File: src/rtl/sram_ctrl_pkg.sv
package sram_ctrl_pkg;

  typedef enum logic [5:0] {
    ST_IDLE = 6'b000001,
    ST_WSET = 6'b000010,
    ST_WPUL = 6'b000100,
    ST_WEND = 6'b001000,
    ST_RACC = 6'b010000,
    ST_REND = 6'b100000
  } seq_state_t;

  function automatic int unsigned wait_cycles(input int unsigned t_ps,
                                              input int unsigned clk_ps);
    int unsigned c;
    if (clk_ps == 0) return 1;
    c = (t_ps + clk_ps - 1) / clk_ps;
    return (c < 1) ? 1 : c;
  endfunction

  function automatic int unsigned max_u(input int unsigned a, input int unsigned b);
    return (a > b) ? a : b;
  endfunction

  function automatic int unsigned read_cycles(input int unsigned t_aa, input int unsigned t_rc,
                                              input int unsigned clk_ps);
    return max_u(wait_cycles(t_aa, clk_ps), wait_cycles(t_rc, clk_ps));
  endfunction

  // Pulse covers width and data setup; setup and completion cycles add two to the write cycle.
  function automatic int unsigned pulse_cycles(input int unsigned t_wp, input int unsigned t_ds,
                                               input int unsigned t_wc, input int unsigned clk_ps);
    int unsigned wc;
    int unsigned rest;
    wc   = wait_cycles(t_wc, clk_ps);
    rest = (wc > 2) ? wc - 2 : 1;
    return max_u(max_u(wait_cycles(t_wp, clk_ps), wait_cycles(t_ds, clk_ps)), rest);
  endfunction

  function automatic int unsigned count_width(input int unsigned n);
    int unsigned w;
    w = 1;
    while ((1 << w) <= n) w++;
    return w;
  endfunction

endpackage

File: src/rtl/sram_wait_timer.sv
module sram_wait_timer #(
  parameter int unsigned CNT_W = 4
) (
  input  logic             clk,
  input  logic             rst_n,
  input  logic             load,
  input  logic [CNT_W-1:0] load_val,
  output logic             last
);
  logic [CNT_W-1:0] cnt;

  always_ff @(posedge clk or negedge rst_n) begin
    if (!rst_n) begin
      cnt <= '0;
    end else if (load) begin
      cnt <= load_val;
    end else if (cnt != '0) begin
      cnt <= cnt - 1'b1;
    end
  end

  assign last = (cnt == CNT_W'(1));
endmodule

File: src/rtl/sram_seq_fsm.sv
module sram_seq_fsm
  import sram_ctrl_pkg::*;
#(
  parameter int unsigned RD_CYC = 2,
  parameter int unsigned WP_CYC = 2,
  parameter int unsigned CNT_W  = 3
) (
  input  logic             clk,
  input  logic             rst_n,
  input  logic             req_valid,
  input  logic             req_we,
  input  logic             timer_last,
  output seq_state_t       state,
  output logic             accept,
  output logic             timer_load,
  output logic [CNT_W-1:0] timer_val,
  output logic             capture,
  output logic             pulse_end
);
  seq_state_t nxt;

  always_ff @(posedge clk or negedge rst_n) begin
    if (!rst_n) state <= ST_IDLE;
    else        state <= nxt;
  end

  always_comb begin
    nxt = state;
    unique case (state)
      ST_IDLE: if (req_valid) nxt = req_we ? ST_WSET : ST_RACC;
      ST_WSET: nxt = ST_WPUL;
      ST_WPUL: if (timer_last) nxt = ST_WEND;
      ST_WEND: nxt = ST_IDLE;
      ST_RACC: if (timer_last) nxt = ST_REND;
      ST_REND: nxt = ST_IDLE;
      default: nxt = ST_IDLE;
    endcase
  end

  assign accept     = (state == ST_IDLE) && req_valid;
  assign timer_load = (accept && !req_we) || (state == ST_WSET);
  assign timer_val  = (state == ST_WSET) ? CNT_W'(WP_CYC) : CNT_W'(RD_CYC);
  assign capture    = (state == ST_RACC) && timer_last;
  assign pulse_end  = (state == ST_WPUL) && timer_last;
endmodule

File: src/rtl/sram_pin_unit.sv
module sram_pin_unit
  import sram_ctrl_pkg::*;
#(
  parameter int unsigned ADDR_W = 18,
  parameter int unsigned DATA_W = 4
) (
  input  logic              clk,
  input  logic              rst_n,
  input  seq_state_t        state,
  input  logic              accept,
  input  logic              capture,
  input  logic [ADDR_W-1:0] req_addr,
  input  logic [DATA_W-1:0] req_wdata,
  input  logic [DATA_W-1:0] mem_dq_i,
  output logic [ADDR_W-1:0] mem_addr,
  output logic              mem_ce_n,
  output logic              mem_oe_n,
  output logic              mem_we_n,
  output logic [DATA_W-1:0] mem_dq_o,
  output logic              mem_dq_oe,
  output logic [DATA_W-1:0] rdata,
  output logic              done
);
  logic [ADDR_W-1:0] addr_q;
  logic [DATA_W-1:0] wdata_q;
  logic [DATA_W-1:0] rdata_q;

  always_ff @(posedge clk or negedge rst_n) begin
    if (!rst_n) begin
      addr_q  <= '0;
      wdata_q <= '0;
    end else if (accept) begin
      addr_q  <= req_addr;
      wdata_q <= req_wdata;
    end
  end

  always_ff @(posedge clk or negedge rst_n) begin
    if (!rst_n)       rdata_q <= '0;
    else if (capture) rdata_q <= mem_dq_i;
  end

  // Strobes decode single one-hot state bits.
  assign mem_ce_n  = !(state == ST_WSET || state == ST_WPUL ||
                       state == ST_WEND || state == ST_RACC);
  assign mem_oe_n  = (state != ST_RACC);
  assign mem_we_n  = (state != ST_WPUL);
  assign mem_dq_oe = (state == ST_WPUL);
  assign mem_dq_o  = wdata_q;
  assign mem_addr  = addr_q;
  assign rdata     = rdata_q;
  assign done      = (state == ST_WEND) || (state == ST_REND);
endmodule

File: src/rtl/sram_async_ctrl.sv
module sram_async_ctrl
  import sram_ctrl_pkg::*;
#(
  parameter int unsigned ADDR_W       = 18,
  parameter int unsigned DATA_W       = 4,
  parameter int unsigned CLK_PERIOD_PS = 5000,
  parameter int unsigned T_AA_PS      = 10000,
  parameter int unsigned T_RC_PS      = 10000,
  parameter int unsigned T_WP_PS      = 9000,
  parameter int unsigned T_DS_PS      = 7000,
  parameter int unsigned T_WC_PS      = 10000
) (
  input  logic              clk,
  input  logic              rst_n,
  input  logic              req_valid,
  output logic              req_ready,
  input  logic              req_we,
  input  logic [ADDR_W-1:0] req_addr,
  input  logic [DATA_W-1:0] req_wdata,
  output logic              done,
  output logic [DATA_W-1:0] rdata,
  output logic [ADDR_W-1:0] mem_addr,
  output logic              mem_ce_n,
  output logic              mem_oe_n,
  output logic              mem_we_n,
  output logic [DATA_W-1:0] mem_dq_o,
  output logic              mem_dq_oe,
  input  logic [DATA_W-1:0] mem_dq_i
);
  localparam int unsigned RD_CYC = read_cycles(T_AA_PS, T_RC_PS, CLK_PERIOD_PS);
  localparam int unsigned WP_CYC = pulse_cycles(T_WP_PS, T_DS_PS, T_WC_PS, CLK_PERIOD_PS);
  localparam int unsigned CNT_W  = count_width(max_u(RD_CYC, WP_CYC));

  seq_state_t       state;
  logic             acc_start;
  logic             rd_capture;
  logic             wr_pulse_end;
  logic             timer_load;
  logic [CNT_W-1:0] timer_val;
  logic             timer_last;

  sram_seq_fsm #(.RD_CYC(RD_CYC), .WP_CYC(WP_CYC), .CNT_W(CNT_W)) u_fsm (
    .clk        (clk),
    .rst_n      (rst_n),
    .req_valid  (req_valid),
    .req_we     (req_we),
    .timer_last (timer_last),
    .state      (state),
    .accept     (acc_start),
    .timer_load (timer_load),
    .timer_val  (timer_val),
    .capture    (rd_capture),
    .pulse_end  (wr_pulse_end)
  );

  sram_wait_timer #(.CNT_W(CNT_W)) u_timer (
    .clk      (clk),
    .rst_n    (rst_n),
    .load     (timer_load),
    .load_val (timer_val),
    .last     (timer_last)
  );

  sram_pin_unit #(.ADDR_W(ADDR_W), .DATA_W(DATA_W)) u_pins (
    .clk       (clk),
    .rst_n     (rst_n),
    .state     (state),
    .accept    (acc_start),
    .capture   (rd_capture),
    .req_addr  (req_addr),
    .req_wdata (req_wdata),
    .mem_dq_i  (mem_dq_i),
    .mem_addr  (mem_addr),
    .mem_ce_n  (mem_ce_n),
    .mem_oe_n  (mem_oe_n),
    .mem_we_n  (mem_we_n),
    .mem_dq_o  (mem_dq_o),
    .mem_dq_oe (mem_dq_oe),
    .rdata     (rdata),
    .done      (done)
  );

  assign req_ready = (state == ST_IDLE);
endmodule

File: config.mk
export PLATFORM = sky130hd
export DESIGN_NAME = sram_async_ctrl
export DESIGN_NICKNAME = d
export VERILOG_FILES = /design/src/rtl/sram_ctrl_pkg.sv /design/src/rtl/sram_wait_timer.sv /design/src/rtl/sram_seq_fsm.sv /design/src/rtl/sram_pin_unit.sv /design/src/rtl/sram_async_ctrl.sv
export SDC_FILE = /design/constraint.sdc
export NUM_CORES = 1
export LEC_CHECK = 0
export BUFFER_PORTS_ARGS = -buffer_cell sky130_fd_sc_hd__buf_2
export CAP_MARGIN = 15
export CORE_UTILIZATION = 47
export DETAILED_ROUTE_END_ITERATION = 16
export PLACE_DENSITY = 0.81
export SLEW_MARGIN = 0
export SYNTH_ARGS = -nofsm -noshare
export SYNTH_HDL_FRONTEND = slang
export SYNTH_SLANG_ARGS = --single-unit
File: constraint.sdc
create_clock -name clk -period 2.65 [get_ports clk]
set_clock_uncertainty 0.05 [all_clocks]
set_input_delay 0.265 -clock clk [delete_from_list [all_inputs] [get_ports clk]]
set_output_delay 0.265 -clock clk [all_outputs]
set_load 0.03 [all_outputs]
==> results of run 1 <==
-- metal layers --
metal | wire length, um | GRT usage, %
met1 | 1072 | 19.65
met2 | 1484 | 31.69
met3 | 194 | 8.132
met4 | 69 | 10.88
met5 | 0 | 0
-- cell type report --
| class | count | area, um^2 |
|---|---|---|
| fillers | 259 | 1139 |
| flip-flops and latches | 34 | 852.1 |
| multi-input cells | 64 | 586.8 |
| repair buffers | 63 | 322.8 |
| clock buffers | 8 | 78.83 |
| well taps | 44 | 55.05 |
| inverters | 5 | 18.77 |
-- cell usage in the layout, fill, tap and decap left out --
master and n:
nand2b_1 3, inv_1 5, o21ai_0 3, xnor2_1 2
o22ai_1 1, nand2_1 1, a22o_1 1, nor4_1 3
mux2_2 22, nor3b_1 1, clkbuf_8 3, buf_2 61
dfstp_2 1, nand3b_1 2, buf_4 1, or2b_1 1
nor3_1 2, clkbuf_4 5, or4_4 2, or4_2 1
and2_1 2, o2bb2ai_1 1, dlygate4sd3_1 1, nor2_1 1
a21oi_1 1, or3b_1 1, a31oi_1 1, dfrtp_1 33
a21o_1 1, nor2_2 1, mux2_4 4, o21bai_1 1
ha_1 2, mux2i_1 1, xor2_1 2
-- state kept, by name, summed over array words and instances (netlist names) --
| signal | count |
|---|---|
| u_pins.rdata | 4 |
| u_timer.cnt | 2 |
| u_pins.mem_addr | 18 |
| u_pins.mem_dq_o | 4 |
| u_fsm.state | 6 |
-- worst max-delay path: cells and delay by family (launching register included) --
| kind | cells | cell delay [ns] |
|---|---|---|
| and+or+nand+nor | 2 | 0.82 |
| DFF | 1 | 0.46 |
| buffers and inverters | 1 | 0.23 |
-- how the worst min path moves through the flow --
stage	startpoint	to	slack, ns	cells past startpoint
global route	mem_dq_i[3]	u_pins.rdata[3]	0.08	2
floorplan	rst_n	u_fsm.state[1]	-0.08	0
detailed placement	rst_n	u_pins.rdata[2]	0.32	1
CTS	req_addr[10]	u_pins.mem_addr[10]	0.09	2
finish	req_addr[14]	u_pins.mem_addr[14]	0.10	2
global placement	rst_n	u_fsm.state[5]	0.30	1
-- through the flow --
step	area, um^2	util [%]	std cells	setup slack [ns]
2_1_floorplan	1508	-	110	0.5435
5_1_grt	1914	62.70	218	0.3753
3_5_place_dp	1826	59.80	209	0.6235
6_report	1914	62.70	218	0.4892
3_3_place_gp	1826	59.80	209	0.6966
4_1_cts	1914	62.70	218	0.4512
-- cells by family after synthesis --
| group | count (synthesis) |
|---|---|
| flip-flops | 34 |
| multiplexers | 27 |
| AND/OR/NAND/NOR | 21 |
| adder cells (fa/ha/maj) | 2 |
| AO/OA/AOI/OAI | 10 |
| buffers and inverters | 12 |
| XOR/XNOR | 4 |
-- Yosys cell counts --
cell	count
buf_4	2
or4_4	2
o21ai_0	3
nor3_1	2
nor3b_1	1
mux2i_1	1
nor2_2	1
clkbuf_1	2
mux2_4	4
buf_2	1
a21o_1	1
o21bai_1	1
nand2b_1	3
nand3b_1	2
nor2_1	1
nor4_1	3
o2bb2ai_1	1
and2_1	2
or3b_1	1
xnor2_1	2
buf_6	2
a22o_1	1
inv_1	5
mux2_2	22
a21oi_1	1
or2b_1	1
xor2_1	2
or4_2	1
dfrtp_1	33
nand2_1	1
a31oi_1	1
o22ai_1	1
ha_1	2
dfstp_2	1
-- power groups by stage --
stage	sequential (mW)	clock, mW	combinational, mW
finish	0.915	0.348	1.27
detailed placement	0.928	0	1.28
global placement	0.910	0	1.26
global route	0.950	0.382	1.35
floorplan	1.30	0	0.568
CTS	0.917	0.357	1.29
==> results.md, run 1 <==
* Status: finished, final reports clean
* Post-synthesis cell area at 1508 um^2
* CTS tree: done
* Mux contribution to synthesized area at 21.08%
* Period utilisation layout at 81.54%
* Layout cells sized above 1 at 58.05%
* R2r setup slk at 0.62 ns
* Total wire length at 2820 um
* Synthesis Warnings at 0
* Detailed Routing Iterations Pass 1 at 4
* Power share of the combinational group at 50.2%
* Inserted Diodes at 0
* Slew Limit Fails at 0
* Critical Path Sink Type: output pin
* Switching pwr at 1.082 mW
* Starting Density at 49.39%
* Max-cap viol count at 0
* End of the worst register-to-register path: u_pins.mem_addr[1]
* Post-synthesis simple-gate area fraction at 9.544%
* Clock transition time at the flip-flop clock pins of the worst setup and hold paths at 0.10 ns
* Post-Synth XOR/XNOR Area at 2.324%
* Hold Buf Count CTS at 1
* Timing startpoint of the critical path: u_fsm.state[3]
* Routed vias/inst at 5.009
* Pin count of the biggest net entering global routing at 35
* RSZ-0062 raised after global routing: no
* I/O pin count at 62
* Vias in the first global route at 1068
* # rows at 20
* Critical Path AT at 1.85 ns
* Worst-Margin Slew at 0.7196 ns
* Reg power frac at 36.1%
* Root Driver: clkbuf_4
* GRT overflow at 0
* Die Ht at 58.64 um
* Cell variety after synth at 34
* Max-Slew Margin vs Limit at 52.02%
* Worst stage delay on the critical path at 0.61 ns
* Gate Count Post-Synth at 110
* Crit Path Max Fanout at 7
* Number of buffers created by CTS at 5
* DP HPWL at 2126 um
* Clk Latency, worst-skew pair at 0.33 ns
* Post-synthesis sequential area ratio at 56.51%
* Post-CTS setup buffer count at 0
* Synth area leader: dfrtp_1
* Clock power share at 13.7%
* Post-synthesis adder-cell area fraction at 1.660%
* CORE AREA at 3053 um^2
* First-pass GRT wire length at 4643 um
* Req. time, crit path at 2.34 ns
* Nets@finish at 205
* Top-area cell type share of the netlist area at 54.77%
* Worst hold slack at 0.1047 ns
* Avg Cell Area, Syn at 13.71 um^2
* Worst reg2reg path depth at 4
* Post-synthesis register bit count at 34
* Total GRT Usage at 18.83%
* Final Hold Viols at 0
* Setup violations, final at 0
* Fmax at 462.8 MHz
* Crit-path slowest cell: or4_4
* Placer congestion estimate at 0.8929
* Wire length per cell at 12.94 um
* Setup crit end: req_ready
* DRC viols at 0
* Initial antenna violation count at 0
* Number of routed nets with antenna violations at 0
* Switching portion of total power at 42.67%
* VDD IR-drop max at 0.6902 mV
* Worst path cell trace: or4_4, nor3b_1, buf_2
* Resized Gates After CTS at 0
* Hold Path Class: input pin to flop
* Die area at 3439 um^2
* # clock sinks at 34
* Die width at 58.64 um
* Largest family of logic cells by synthesized area: multiplexers
* Lkg Pwr at 0.9514 nW
* Synth Area in Compound Gates at 4.315%
* Top cells by area, synth: dfrtp_1 (55%), mux2_2 (16%), mux2_4 (4.0%)
* DR iter-0 viols at 18
* Area delta synth->final at 26.97%
* Via count at 1092
* Buffers on Ports at 61
* P_int at 1.453 mW
* CTS Buffer Depth at 2
* Pwr dens at 1324 nW/um^2
* Setup CP Type: flop to output pin
* Setup TNS at 0 ns
* H-tree Lvls at 2
* Syn_nets at 142
* Post-layout min period at 2.161 ns
* Startpoint Class: flop
* Pwr Total at 2.535 mW
* Reg-to-reg startpoint: u_fsm.state[3]
Note: power is estimated with default switching activity, not from simulation.
==> run 2: changes to the inputs <==
==> constraint.sdc (replaced) <==
create_clock -name clk -period 2.15 [get_ports clk]
set_clock_uncertainty 0.05 [all_clocks]
set_input_delay 0.215 -clock clk [delete_from_list [all_inputs] [get_ports clk]]
set_output_delay 0.215 -clock clk [all_outputs]
set_load 0.03 [all_outputs]
==> run 2 against run 1 <==
Net effect:
- global-route usage is 0.12 points higher
- worst hold slack lost 0.046 ns
- routed wire length grew 2.3%
- sequential power increased by 25%
- critical path type unchanged
==> results.md, run 2 (synthesized netlist as in run 1, its figures left out) <==
* Commonest non-fill, non-tap cell in the layout: buf_2 (unchanged)
* Critical Path AT at 1.78 ns (was 1.85 ns)
* Placer congestion estimate at 0.8987 (was 0.8929)
* Clk Latency, worst-skew pair at 0.33 ns (about the same)
* Placed Cells at 209 (unchanged)
* Worst stage delay on the critical path at 0.65 ns (was 0.61 ns)
* Slew Limit Fails at 0 (unchanged)
* Post-layout min period at 2.049 ns
* DRC viols at 0 (unchanged)
* Status: finished, final reports clean (unchanged)
* Area delta synth->final at 28.96% (was 26.97%)
* RSZ-0062 raised after global routing: no (unchanged)
* Setup TNS at 0 ns (unchanged)
* Total GRT Usage at 18.95% (was 18.83%)
* Inserted Diodes at 0 (unchanged)
* I/O pin count at 62 (unchanged)
* Area post-placement at 1838 um^2 (was 1826 um^2)
* Met3 wire len at 140 um (was 194 um)
* Pin count of the biggest net entering global routing at 35 (unchanged)
* Critical Path Sink Type: output pin (unchanged)
* Wire length per cell at 13.23 um (was 12.94 um)
* DR iter-0 viols at 25 (was 18)
* Setup CP Type: flop to output pin (unchanged)
* Register area at 855.8 um^2 (was 852.1 um^2)
* Nets@finish at 205 (unchanged)
* GRT overflow at 0 (unchanged)
* CORE AREA at 3053 um^2 (unchanged)
* Period utilisation layout at 95.30%
* Vias in the first global route at 1120 (was 1068)
* Worst path cell trace: or4_2, nor2_1, buf_2 (was or4_4, nor3b_1, buf_2)
* Initial antenna violation count at 0 (unchanged)
* Layout cells sized above 1 at 60.92% (was 58.05%)
* Via count at 1090 (was 1092)
* Worst-Margin Slew at 0.7130 ns (was 0.7196 ns)
* Detail Route met2 WL at 1508 um (was 1484 um)
* Lkg Pwr at 0.9544 nW (was 0.9514 nW)
* R2r setup slk at 0.20 ns (was 0.62 ns)
* Clock transition time at the flip-flop clock pins of the worst setup and hold paths at 0.10 ns (about the same)
* Starting Density at 49.39% (unchanged)
* Max reg flops at 18 (unchanged)
* Number of routed nets with antenna violations at 0 (unchanged)
* Hold Path Class: input pin to flop (unchanged)
* Detailed Routing Iterations Pass 1 at 4 (unchanged)
* H-tree Lvls at 2 (unchanged)
* Multi-input logic area at 598.1 um^2 (was 586.8 um^2)
* Setup violations, final at 0 (unchanged)
* Total wire length at 2885 um (was 2820 um)
* Die Ht at 58.64 um (unchanged)
* Most frequent cells in the layout: buf_2 (60), dfrtp_1 (30), mux2_2 (22), inv_1 (5), clkbuf_4 (5) (was buf_2 (61), dfrtp_1 (33), mux2_2 (22), inv_1 (5), clkbuf_4 (5))
* VDD IR-drop max at 0.9617 mV (was 0.6902 mV)
* CTS Buffer Depth at 2 (unchanged)
* Pwr dens at 1633 nW/um^2 (was 1324 nW/um^2)
* Number of buffers created by CTS at 5 (unchanged)
* Setup ws final at 0.1010 ns (was 0.4892 ns)
* Pwr Total at 3.174 mW (was 2.535 mW)
* Startpoint Class: flop (unchanged)
* Crit-path slowest cell: or4_2 (was or4_4)
* WL met1 at 1149 um (was 1072 um)
* CTS tree: done (unchanged)
* DP HPWL at 2100 um (was 2126 um)
* Routed vias/inst at 5.000 (was 5.009)
* Critical path's top delay family: simple AND/OR/NAND/NOR gates (unchanged)
* First-pass GRT wire length at 4650 um (was 4643 um)
* DR top layer: met4 (unchanged)
* Root Driver: clkbuf_4 (unchanged)
* Final Hold Viols at 0 (unchanged)
* Design area at 1944 um^2 (was 1914 um^2)
* Crit Path Max Fanout at 11 (was 7)
* # clock sinks at 34 (unchanged)
* Buffers on Ports at 61 (unchanged)
* Worst slack, placed at 0.2340 ns (was 0.6235 ns)
* Die area at 3439 um^2 (unchanged)
* Fmax at 488.0 MHz
* Max-cap viol count at 0 (unchanged)
* FILL cells at 255 (was 259)
* Die width at 58.64 um (unchanged)
* Worst Path Buf+Inv at 1 (unchanged)
* Req. time, crit path at 1.88 ns (was 2.34 ns)
* Fin cells at 218 (unchanged)
* # rows at 20 (unchanged)
* Max-Slew Margin vs Limit at 52.46% (was 52.02%)
==> run 2: changes by cell type in the layout (fill, tap and decap cells not counted) <==
cell,previous run,this run
nor3b_1,1,0
nor4_2,0,1
dfrtp_2,0,3
nor4_1,3,2
buf_12,0,1
dfrtp_1,33,30
buf_2,61,60
nor3b_2,0,1
==> run 2: worst paths after layout <==
check,depth (start not counted),endpoint,startpoint
setup / recovery,3,done,u_fsm.state[1]
hold / removal,2,u_pins.mem_addr[4],req_addr[4]
setup reg to reg,3,u_pins.rdata[0],u_fsm.state[4]
hold reg to reg,1,u_pins.rdata[3],u_pins.rdata[3]
max in group asynchronous,2,u_fsm.state[1],rst_n
min in group asynchronous,2,u_timer.cnt[1],rst_n
==> run 2: metrics by stage <==
stage | hold slack (ns) | utilization, %
2_1_floorplan | -0.1306 | -
3_3_place_gp | 0.2505 | 60.20
3_5_place_dp | 0.2621 | 60.20
4_1_cts | 0.04349 | 63.11
5_1_grt | 0.04364 | 63.69
6_report | 0.05900 | 63.69
==> run 2: area by class of cell <==
cell class	count	area share [%]
Clock buffer	8	4.054
Sequential cell	34	44.02
Multi-Input combinational cell	64	30.76
Inverter	5	0.9653
Tap cell	44	2.831
Timing Repair Buffer	63	17.37
==> run 2: per-layer routing <==
metal,track usage [%],vias up
met5,0,-
met4,13.27,0
met3,4.835,10
met2,32.84,39
met1,20.18,531
li1,-,510
==> run 2: where the power goes <==
group | switching [mW] | internal (mW)
sequential | 0.194 | 0.944
clock | 0.200 | 0.223
combinational | 0.955 | 0.657
==> run 2: what timing repair did <==
item,in CTS,in global routing
endpoints found under the hold margin,33,0
endpoints found under the setup margin,0,4
hold buffers,1,0
gates resized for setup,0,6
buffers inserted,0,0
